File: config.mk
export PLATFORM = sky130hd
export DESIGN_NAME = usb_tx_serializer
export DESIGN_NICKNAME = d
export VERILOG_FILES = /design/src/rtl/usb_tx_pkg.sv /design/src/rtl/tx_rst_gate.sv /design/src/rtl/tx_framer.sv /design/src/rtl/tx_stuffer.sv /design/src/rtl/tx_line_drv.sv /design/src/rtl/usb_tx_serializer.sv
export SDC_FILE = /design/constraint.sdc
export NUM_CORES = 1
export LEC_CHECK = 0
export BUFFER_PORTS_ARGS = -buffer_cell sky130_fd_sc_hd__buf_2
export CORE_MARGIN = 2
export CORE_UTILIZATION = 50
export DETAILED_ROUTE_END_ITERATION = 10
export GPL_TIMING_DRIVEN = 0
export HOLD_SLACK_MARGIN = 0.15
export PLACE_DENSITY = 0.7
export SYNTH_ARGS = -nofsm -noshare
export SYNTH_HDL_FRONTEND = slang
export SYNTH_SLANG_ARGS = --single-unit
File: constraint.sdc
create_clock -name clk -period 2.3 [get_ports clk]
set_input_delay 0.46 -clock clk [delete_from_list [all_inputs] [get_ports clk]]
set_output_delay 0.46 -clock clk [all_outputs]
set_load 0.02 [all_outputs]
File: src/rtl/usb_tx_pkg.sv
package usb_tx_pkg;

  typedef enum logic [1:0] {
    MODE_NORMAL  = 2'b00,
    MODE_NODRIVE = 2'b01,
    MODE_RAW     = 2'b10,
    MODE_RSVD    = 2'b11
  } tx_mode_e;

  typedef enum logic [1:0] {
    FR_IDLE,
    FR_ACTIVE,
    FR_EOP
  } fr_state_e;

  typedef enum logic [2:0] {
    SYM_NONE,
    SYM_BIT,
    SYM_STUFF,
    SYM_SE0,
    SYM_J
  } sym_e;

  // stuffing is applied only with full encoding
  function automatic logic mode_stuffs(tx_mode_e m);
    return m == MODE_NORMAL;
  endfunction

  function automatic logic mode_nrzi(tx_mode_e m);
    return m == MODE_NORMAL;
  endfunction

  // reserved code behaves like non-driving
  function automatic logic mode_drives(tx_mode_e m);
    return (m == MODE_NORMAL) || (m == MODE_RAW);
  endfunction

  // NRZI: a zero flips the level, a one keeps it
  function automatic logic nrzi_next(logic lvl, logic b);
    return b ? lvl : ~lvl;
  endfunction

endpackage

File: src/rtl/tx_rst_gate.sv
module tx_rst_gate #(
  parameter int unsigned RST_GATE = 5
) (
  input  logic clk,
  input  logic rst,
  output logic gate_open
);
  localparam int unsigned GW = $clog2(RST_GATE + 1) > 0 ? $clog2(RST_GATE + 1) : 1;

  logic [GW-1:0] edge_cnt;

  always_ff @(posedge clk or posedge rst) begin
    if (rst) begin
      edge_cnt <= '0;
    end else if (edge_cnt != GW'(RST_GATE)) begin
      edge_cnt <= edge_cnt + GW'(1);
    end
  end

  assign gate_open = (edge_cnt == GW'(RST_GATE));

endmodule

File: src/rtl/tx_framer.sv
module tx_framer
  import usb_tx_pkg::*;
#(
  parameter int unsigned DATA_W       = 8,
  parameter int unsigned EOP_SE0_BITS = 2
) (
  input  logic              clk,
  input  logic              rst,
  input  logic              bit_en,
  input  logic              gate_open,
  input  logic              tx_valid,
  input  logic [DATA_W-1:0] tx_data,
  input  logic [1:0]        op_mode,
  input  logic              stuff_due,
  output logic              tx_ready,
  output logic              pkt_start,
  output sym_e              sym,
  output logic              sym_bit,
  output tx_mode_e          mode_q
);
  localparam int unsigned CNT_W = $clog2(DATA_W + 1);
  localparam int unsigned EOP_W = $clog2(EOP_SE0_BITS + 1) > 0 ? $clog2(EOP_SE0_BITS + 1) : 1;
  localparam logic [DATA_W-1:0] SYNC_PAT = {1'b1, {(DATA_W-1){1'b0}}};

  fr_state_e         state, nx_state;
  logic [DATA_W-1:0] shreg, nx_shreg;
  logic [CNT_W-1:0]  remain, nx_remain;
  logic [EOP_W-1:0]  eop_cnt, nx_eop;
  tx_mode_e          nx_mode;
  logic              take, start;

  always_comb begin
    nx_state  = state;
    nx_shreg  = shreg;
    nx_remain = remain;
    nx_eop    = eop_cnt;
    nx_mode   = mode_q;
    sym       = SYM_NONE;
    sym_bit   = 1'b0;
    take      = 1'b0;
    start     = 1'b0;
    unique case (state)
      FR_IDLE: begin
        if (gate_open && tx_valid) begin
          nx_state  = FR_ACTIVE;
          nx_shreg  = SYNC_PAT;
          nx_remain = CNT_W'(DATA_W);
          nx_mode   = tx_mode_e'(op_mode);
          start     = 1'b1;
        end
      end
      FR_ACTIVE: begin
        if (stuff_due) begin
          sym = SYM_STUFF;
        end else if (remain != '0) begin
          sym       = SYM_BIT;
          sym_bit   = shreg[0];
          nx_shreg  = shreg >> 1;
          nx_remain = remain - CNT_W'(1);
        end else if (tx_valid) begin
          take      = 1'b1;
          sym       = SYM_BIT;
          sym_bit   = tx_data[0];
          nx_shreg  = tx_data >> 1;
          nx_remain = CNT_W'(DATA_W - 1);
        end else begin
          sym      = SYM_SE0;
          nx_state = FR_EOP;
          nx_eop   = EOP_W'(1);
        end
      end
      FR_EOP: begin
        if (eop_cnt < EOP_W'(EOP_SE0_BITS)) begin
          sym    = SYM_SE0;
          nx_eop = eop_cnt + EOP_W'(1);
        end else begin
          sym      = SYM_J;
          nx_state = FR_IDLE;
        end
      end
      default: nx_state = FR_IDLE;
    endcase
  end

  always_ff @(posedge clk or posedge rst) begin
    if (rst) begin
      state   <= FR_IDLE;
      shreg   <= '0;
      remain  <= '0;
      eop_cnt <= '0;
      mode_q  <= MODE_NORMAL;
    end else if (bit_en) begin
      state   <= nx_state;
      shreg   <= nx_shreg;
      remain  <= nx_remain;
      eop_cnt <= nx_eop;
      mode_q  <= nx_mode;
    end
  end

  assign tx_ready  = bit_en && take;
  assign pkt_start = bit_en && start;

endmodule

File: src/rtl/tx_stuffer.sv
module tx_stuffer
  import usb_tx_pkg::*;
#(
  parameter int unsigned STUFF_RUN = 6,
  parameter int unsigned RUN_W     = 3
) (
  input  logic             clk,
  input  logic             rst,
  input  logic             bit_en,
  input  logic             clear,
  input  logic             enable,
  input  sym_e             sym,
  input  logic             sym_bit,
  output logic             stuff_due,
  output logic [RUN_W-1:0] run_len
);
  generate
    if (STUFF_RUN > 0) begin : g_stuff
      always_ff @(posedge clk or posedge rst) begin
        if (rst) begin
          run_len <= '0;
        end else if (clear) begin
          run_len <= '0;
        end else if (bit_en) begin
          if (sym == SYM_BIT) begin
            if (!sym_bit)                          run_len <= '0;
            else if (run_len != RUN_W'(STUFF_RUN)) run_len <= run_len + RUN_W'(1);
          end else if (sym == SYM_STUFF) begin
            run_len <= '0;
          end
        end
      end
      assign stuff_due = enable && (run_len == RUN_W'(STUFF_RUN));
    end else begin : g_nostuff
      assign run_len   = '0;
      assign stuff_due = 1'b0;
    end
  endgenerate

endmodule

File: src/rtl/tx_line_drv.sv
module tx_line_drv
  import usb_tx_pkg::*;
(
  input  logic clk,
  input  logic rst,
  input  logic bit_en,
  input  logic pkt_start,
  input  sym_e sym,
  input  logic sym_bit,
  input  logic nrzi_en,
  input  logic drive_en,
  output logic line_dat,
  output logic line_se0,
  output logic line_oe
);
  logic lvl;

  always_ff @(posedge clk or posedge rst) begin
    if (rst) begin
      line_dat <= 1'b1;
      line_se0 <= 1'b0;
      line_oe  <= 1'b0;
      lvl      <= 1'b1;
    end else if (bit_en) begin
      unique case (sym)
        SYM_BIT, SYM_STUFF: begin
          line_se0 <= 1'b0;
          line_oe  <= drive_en;
          if (nrzi_en) begin
            lvl      <= nrzi_next(lvl, sym_bit);
            line_dat <= nrzi_next(lvl, sym_bit);
          end else begin
            line_dat <= sym_bit;
          end
        end
        SYM_SE0: begin
          line_se0 <= 1'b1;
          line_dat <= 1'b0;
          line_oe  <= drive_en;
        end
        SYM_J: begin
          line_se0 <= 1'b0;
          line_dat <= 1'b1;
          line_oe  <= drive_en;
        end
        default: begin
          line_se0 <= 1'b0;
          line_dat <= 1'b1;
          line_oe  <= 1'b0;
          if (pkt_start) lvl <= 1'b1;
        end
      endcase
    end
  end

endmodule

File: src/rtl/usb_tx_serializer.sv
module usb_tx_serializer
  import usb_tx_pkg::*;
#(
  parameter int unsigned DATA_W       = 8,
  parameter int unsigned STUFF_RUN    = 6,
  parameter int unsigned EOP_SE0_BITS = 2,
  parameter int unsigned RST_GATE     = 5
) (
  input  logic              clk,
  input  logic              rst,
  input  logic              bit_en,
  input  logic [DATA_W-1:0] tx_data,
  input  logic              tx_valid,
  output logic              tx_ready,
  input  logic [1:0]        op_mode,
  output logic              line_dat,
  output logic              line_se0,
  output logic              line_oe
);
  localparam int unsigned RUN_W = $clog2(STUFF_RUN + 1) > 0 ? $clog2(STUFF_RUN + 1) : 1;

  // internal events brought out for the checker
  logic             gate_open;
  logic             pkt_start;
  logic             stuff_due;
  logic             stuff_evt;
  logic             stuff_on;
  logic             nrzi_on;
  logic             drive_on;
  logic [RUN_W-1:0] run_len;
  sym_e             sym;
  logic             sym_bit;
  tx_mode_e         mode_q;

  tx_rst_gate #(.RST_GATE(RST_GATE)) u_gate (
    .clk(clk), .rst(rst), .gate_open(gate_open)
  );

  tx_framer #(.DATA_W(DATA_W), .EOP_SE0_BITS(EOP_SE0_BITS)) u_framer (
    .clk(clk), .rst(rst), .bit_en(bit_en), .gate_open(gate_open),
    .tx_valid(tx_valid), .tx_data(tx_data), .op_mode(op_mode),
    .stuff_due(stuff_due), .tx_ready(tx_ready), .pkt_start(pkt_start),
    .sym(sym), .sym_bit(sym_bit), .mode_q(mode_q)
  );

  assign stuff_on  = mode_stuffs(mode_q);
  assign nrzi_on   = mode_nrzi(mode_q);
  assign drive_on  = mode_drives(mode_q);
  assign stuff_evt = bit_en && (sym == SYM_STUFF);

  tx_stuffer #(.STUFF_RUN(STUFF_RUN), .RUN_W(RUN_W)) u_stuff (
    .clk(clk), .rst(rst), .bit_en(bit_en), .clear(pkt_start),
    .enable(stuff_on), .sym(sym), .sym_bit(sym_bit),
    .stuff_due(stuff_due), .run_len(run_len)
  );

  tx_line_drv u_line (
    .clk(clk), .rst(rst), .bit_en(bit_en), .pkt_start(pkt_start),
    .sym(sym), .sym_bit(sym_bit), .nrzi_en(nrzi_on), .drive_en(drive_on),
    .line_dat(line_dat), .line_se0(line_se0), .line_oe(line_oe)
  );

endmodule

==> results.md <==
* Final setup skew at 0.00298 ns
* Post-Synth Simple-Gate Area at 22.1%
* Synth area leaders: dfrtp_1 (38%), ha_1 (7.4%), o21ai_0 (5.6%)
* CP startpoint: u_framer.remain[0]$_DFFE_PP0P_
* Tot Pwr at 2150 µW
* Setup slack after layout at 0.103 ns
* Rows at 21
* Number of enable flip-flop cells after synthesis at 0
* Core area at 0.00328 mm²
* Synth warn at 0
* # setup viols final at 0
* Rel. slew slack at 29.9%
* Post-Synth Adder-Cell Area at 7.37%
* Slowest CP cell: dfrtp_1
* Die Y at 62.3 µm
* Vias in the first global route at 1422
* Initial antenna violation count at 0
* Final hold violations at 0
* Nets at 235
* CTS tree: done
* Worst skew pair latency at 0.33 ns
* Mean post-synth cell area at 9.07 µm²
* Status: finished, final reports clean
* Critical Path Fanout Max at 4
* Place WS at -0.107 ns
* Slew @ Worst Pin at 1.05 ns
* Iteration count of the initial detailed-routing pass at 4
* Total CTS buffers at 3
* Most common cell in the synthesized netlist: dfrtp_1
* Post-CTS Hold Fix Bufs at 0
* GPL Wtd Cong at 0.759
* Boundary pin count at 18
* Area Overhead vs Synth at 15.4%
* Placed Cells at 250
* Synth Area in Compound Gates at 14.5%
* Maximum vdd drop at 0.647 mV
* Fin crit period at 2.20 ns
* Hold Path Class: primary input to flop
* Aggregate global-route resource usage at 19.0%
* XOR/XNOR Fraction of Synth Area at 1.03%
* Top FF cell, synth: dfrtp_1
* Max Cap Violations at 0
* Syn Inst Count at 187
* Startpoint types: flop
* Tcrit/Tclk final at 95.5%
* Final wirelength at 3.30 mm
* Clock slew at reported path FFs at 0.15 ns
* Sequential fraction of the synthesis area at 41.4%
* Kind of end point of the critical path: output pin
* Initial DRC Count at 85
* Die area at 0.00388 mm²
* Vias at 1364
* Initial Utilization at 51.7%
* Clk sink count at 28
* DRC at 0
* Total of flip-flops plus latches after synthesis at 28
* Post-synthesis mux area share at 6.93%
* Synthesized area at 0.00170 mm²
* Synth top area share at 38.3%
* Layout cells sized above 1 at 23.8%
* Async S/R FF share, synth at 100%
* CP bufs+invs at 3
* Most common library cells after synthesis: dfrtp_1 (26), nand2_1 (23), o21ai_0 (19), inv_1 (18), nand3_1 (11)
* F_max at 455 MHz
* Cell breakdown of the critical path: inv_2, ha_4, nor3b_4, clkbuf_8, nand3_2, nor2_2, buf_4
* RSZ-0062 raised after global routing: no
* LEAKAGE at 0.000843 µW
* Synth area leader: dfrtp_1
* Via density at 5.33
* DP Area at 0.00184 mm²
* Max incr delay on CP at 0.43 ns
* Die Width at 62.3 µm
* DPL Wire Length at 2.45 mm
* Fin Setup TNS at 0 ns
* N_diodes at 0
* Worst hold start: op_mode[0]
* Net count after synthesis at 211
* Cell Pwr Density at 1100 mW/mm²
* Crit path max-delay family: flip-flops
* Maximum buffer depth of the clock tree at 2
* Post-route cell area at 0.00196 mm²
* Largest net degree at the start of global routing at 29
* Grt ovf at 0
* Kind of critical path: flop to output pin
* Fin. max-slew vios at 0
* H-tree depth at 1
* FF-to-FF Start: u_framer.remain[0]$_DFFE_PP0P_
* Global-route wire length before repair at 6.03 mm
* WP data arrival at 1.74 ns
* CTS root buf: clkbuf_4
* Largest family of logic cells by synthesized area: simple AND/OR/NAND/NOR gates
* Crit path required time at 1.84 ns
* PortBufs at 17
* Layout Cells excl Fill at 256
* Yosys cell types at 39
* Final ANT Viol Nets at 0
* Routed WL per cell at 12.9 µm
metal layers:
layer | global-route usage [%] | share of wire (%) | vias to the layer above
li1 | - | - | 691
met1 | 23.2 | 46 | 652
met2 | 33.4 | 50 | 16
met3 | 2.90 | 2.6 | 5
met4 | 8.06 | 1.4 | 0
met5 | 0 | 0 | -
worst paths after layout:
check / endpoint / slack [ns] / cells past startpoint
min in group asynchronous: u_framer.remain[1]$_DFFE_PP0P_ / 0.35 / 2
setup / recovery: tx_ready / 0.10 / 7
hold / removal: u_framer.mode_q[0]$_DFFE_PP0P_ / 0.34 / 2
hold reg to reg: u_line.line_oe$_DFFE_PP0P_ / 0.52 / 1
max in group asynchronous: u_framer.shreg[7]$_DFFE_PP0P_ / 1.32 / 2
setup reg to reg: u_framer.remain[3]$_DFFE_PP0P_ / 0.30 / 7
final cells by class:
class	count	area, µm²
Fill cell	284	1330
Sequential cell	28	703
Tap cell	46	57.6
Clock buffer	4	36.3
Multi-Input combinational cell	133	932
Inverter	18	67.6
Buffer	8	58.8
Timing Repair Buffer	19	103
where the power goes:
part	switching [µW]	internal, µW	total, µW
Sequential	137	665	803
Clock	146	97.1	243
Combinational	595	506	1100
logic make-up (layout without fill, tap and decap cells):
kind of cell               after synthesis  count (layout)
AOI/OAI and AO/OA                       42              42
buffers and inverters                   26              49
muxes                                   11              11
xor gates and xnor gates                 2               2
and+or+nand+nor                         68              68
DFF                                     28              28
adders and majority gates               10              10
sequential cells by signal, summed over array words and instances, names as in the netlist:
signal / flops
u_line.line_oe: 1
u_line.line_se0: 1
u_line.line_dat: 1
u_line.lvl: 1
u_framer.shreg: 8
u_stuff.run_len: 3
u_framer.remain: 4
u_framer.mode_q: 2
u_gate.edge_cnt: 3
u_framer.eop_cnt: 2
u_framer.state: 2
layout by cell type, fill, tap and decap left out, types with 2 or more instances in the layout:
| master | Yosys | final |
|---|---|---|
| nand4_1 | 4 | 4 |
| nor2b_1 | 4 | 4 |
| inv_2 | 0 | 2 |
| nor3_1 | 4 | 4 |
| ha_2 | 0 | 2 |
| dfrtp_1 | 26 | 26 |
| ha_1 | 10 | 7 |
| clkbuf_4 | 0 | 4 |
| nor2_1 | 7 | 6 |
| mux2i_1 | 5 | 5 |
| and2_1 | 2 | 2 |
| inv_1 | 18 | 16 |
| nand3b_1 | 3 | 3 |
| nand3_1 | 11 | 10 |
| buf_2 | 0 | 16 |
| a31oi_1 | 5 | 5 |
| clkbuf_8 | 0 | 2 |
| buf_4 | 0 | 3 |
| xnor2_1 | 2 | 2 |
| a21o_1 | 2 | 2 |
| buf_6 | 2 | 2 |
| clkbuf_1 | 5 | 3 |
| o21ai_0 | 19 | 19 |
| mux2_2 | 6 | 6 |
| dfstp_2 | 2 | 2 |
| a21oi_1 | 9 | 8 |
| nand2_1 | 23 | 23 |
metrics by stage:
step	hold WS (ns)	utilization, %
after floorplan	0.479	-
after global placement	0.487	56.0
after detailed placement	0.496	56.0
after CTS	0.342	58.9
after global routing	0.326	59.6
final	0.340	59.6
timing repair:
item | CTS | global route
gates resized for setup | 9 | 9
buffers inserted | 2 | 0
setup endpoints to repair | 1 | 5
pin swaps | 1 | 2
No activity file was read; power rests on OpenSTA's default activity.
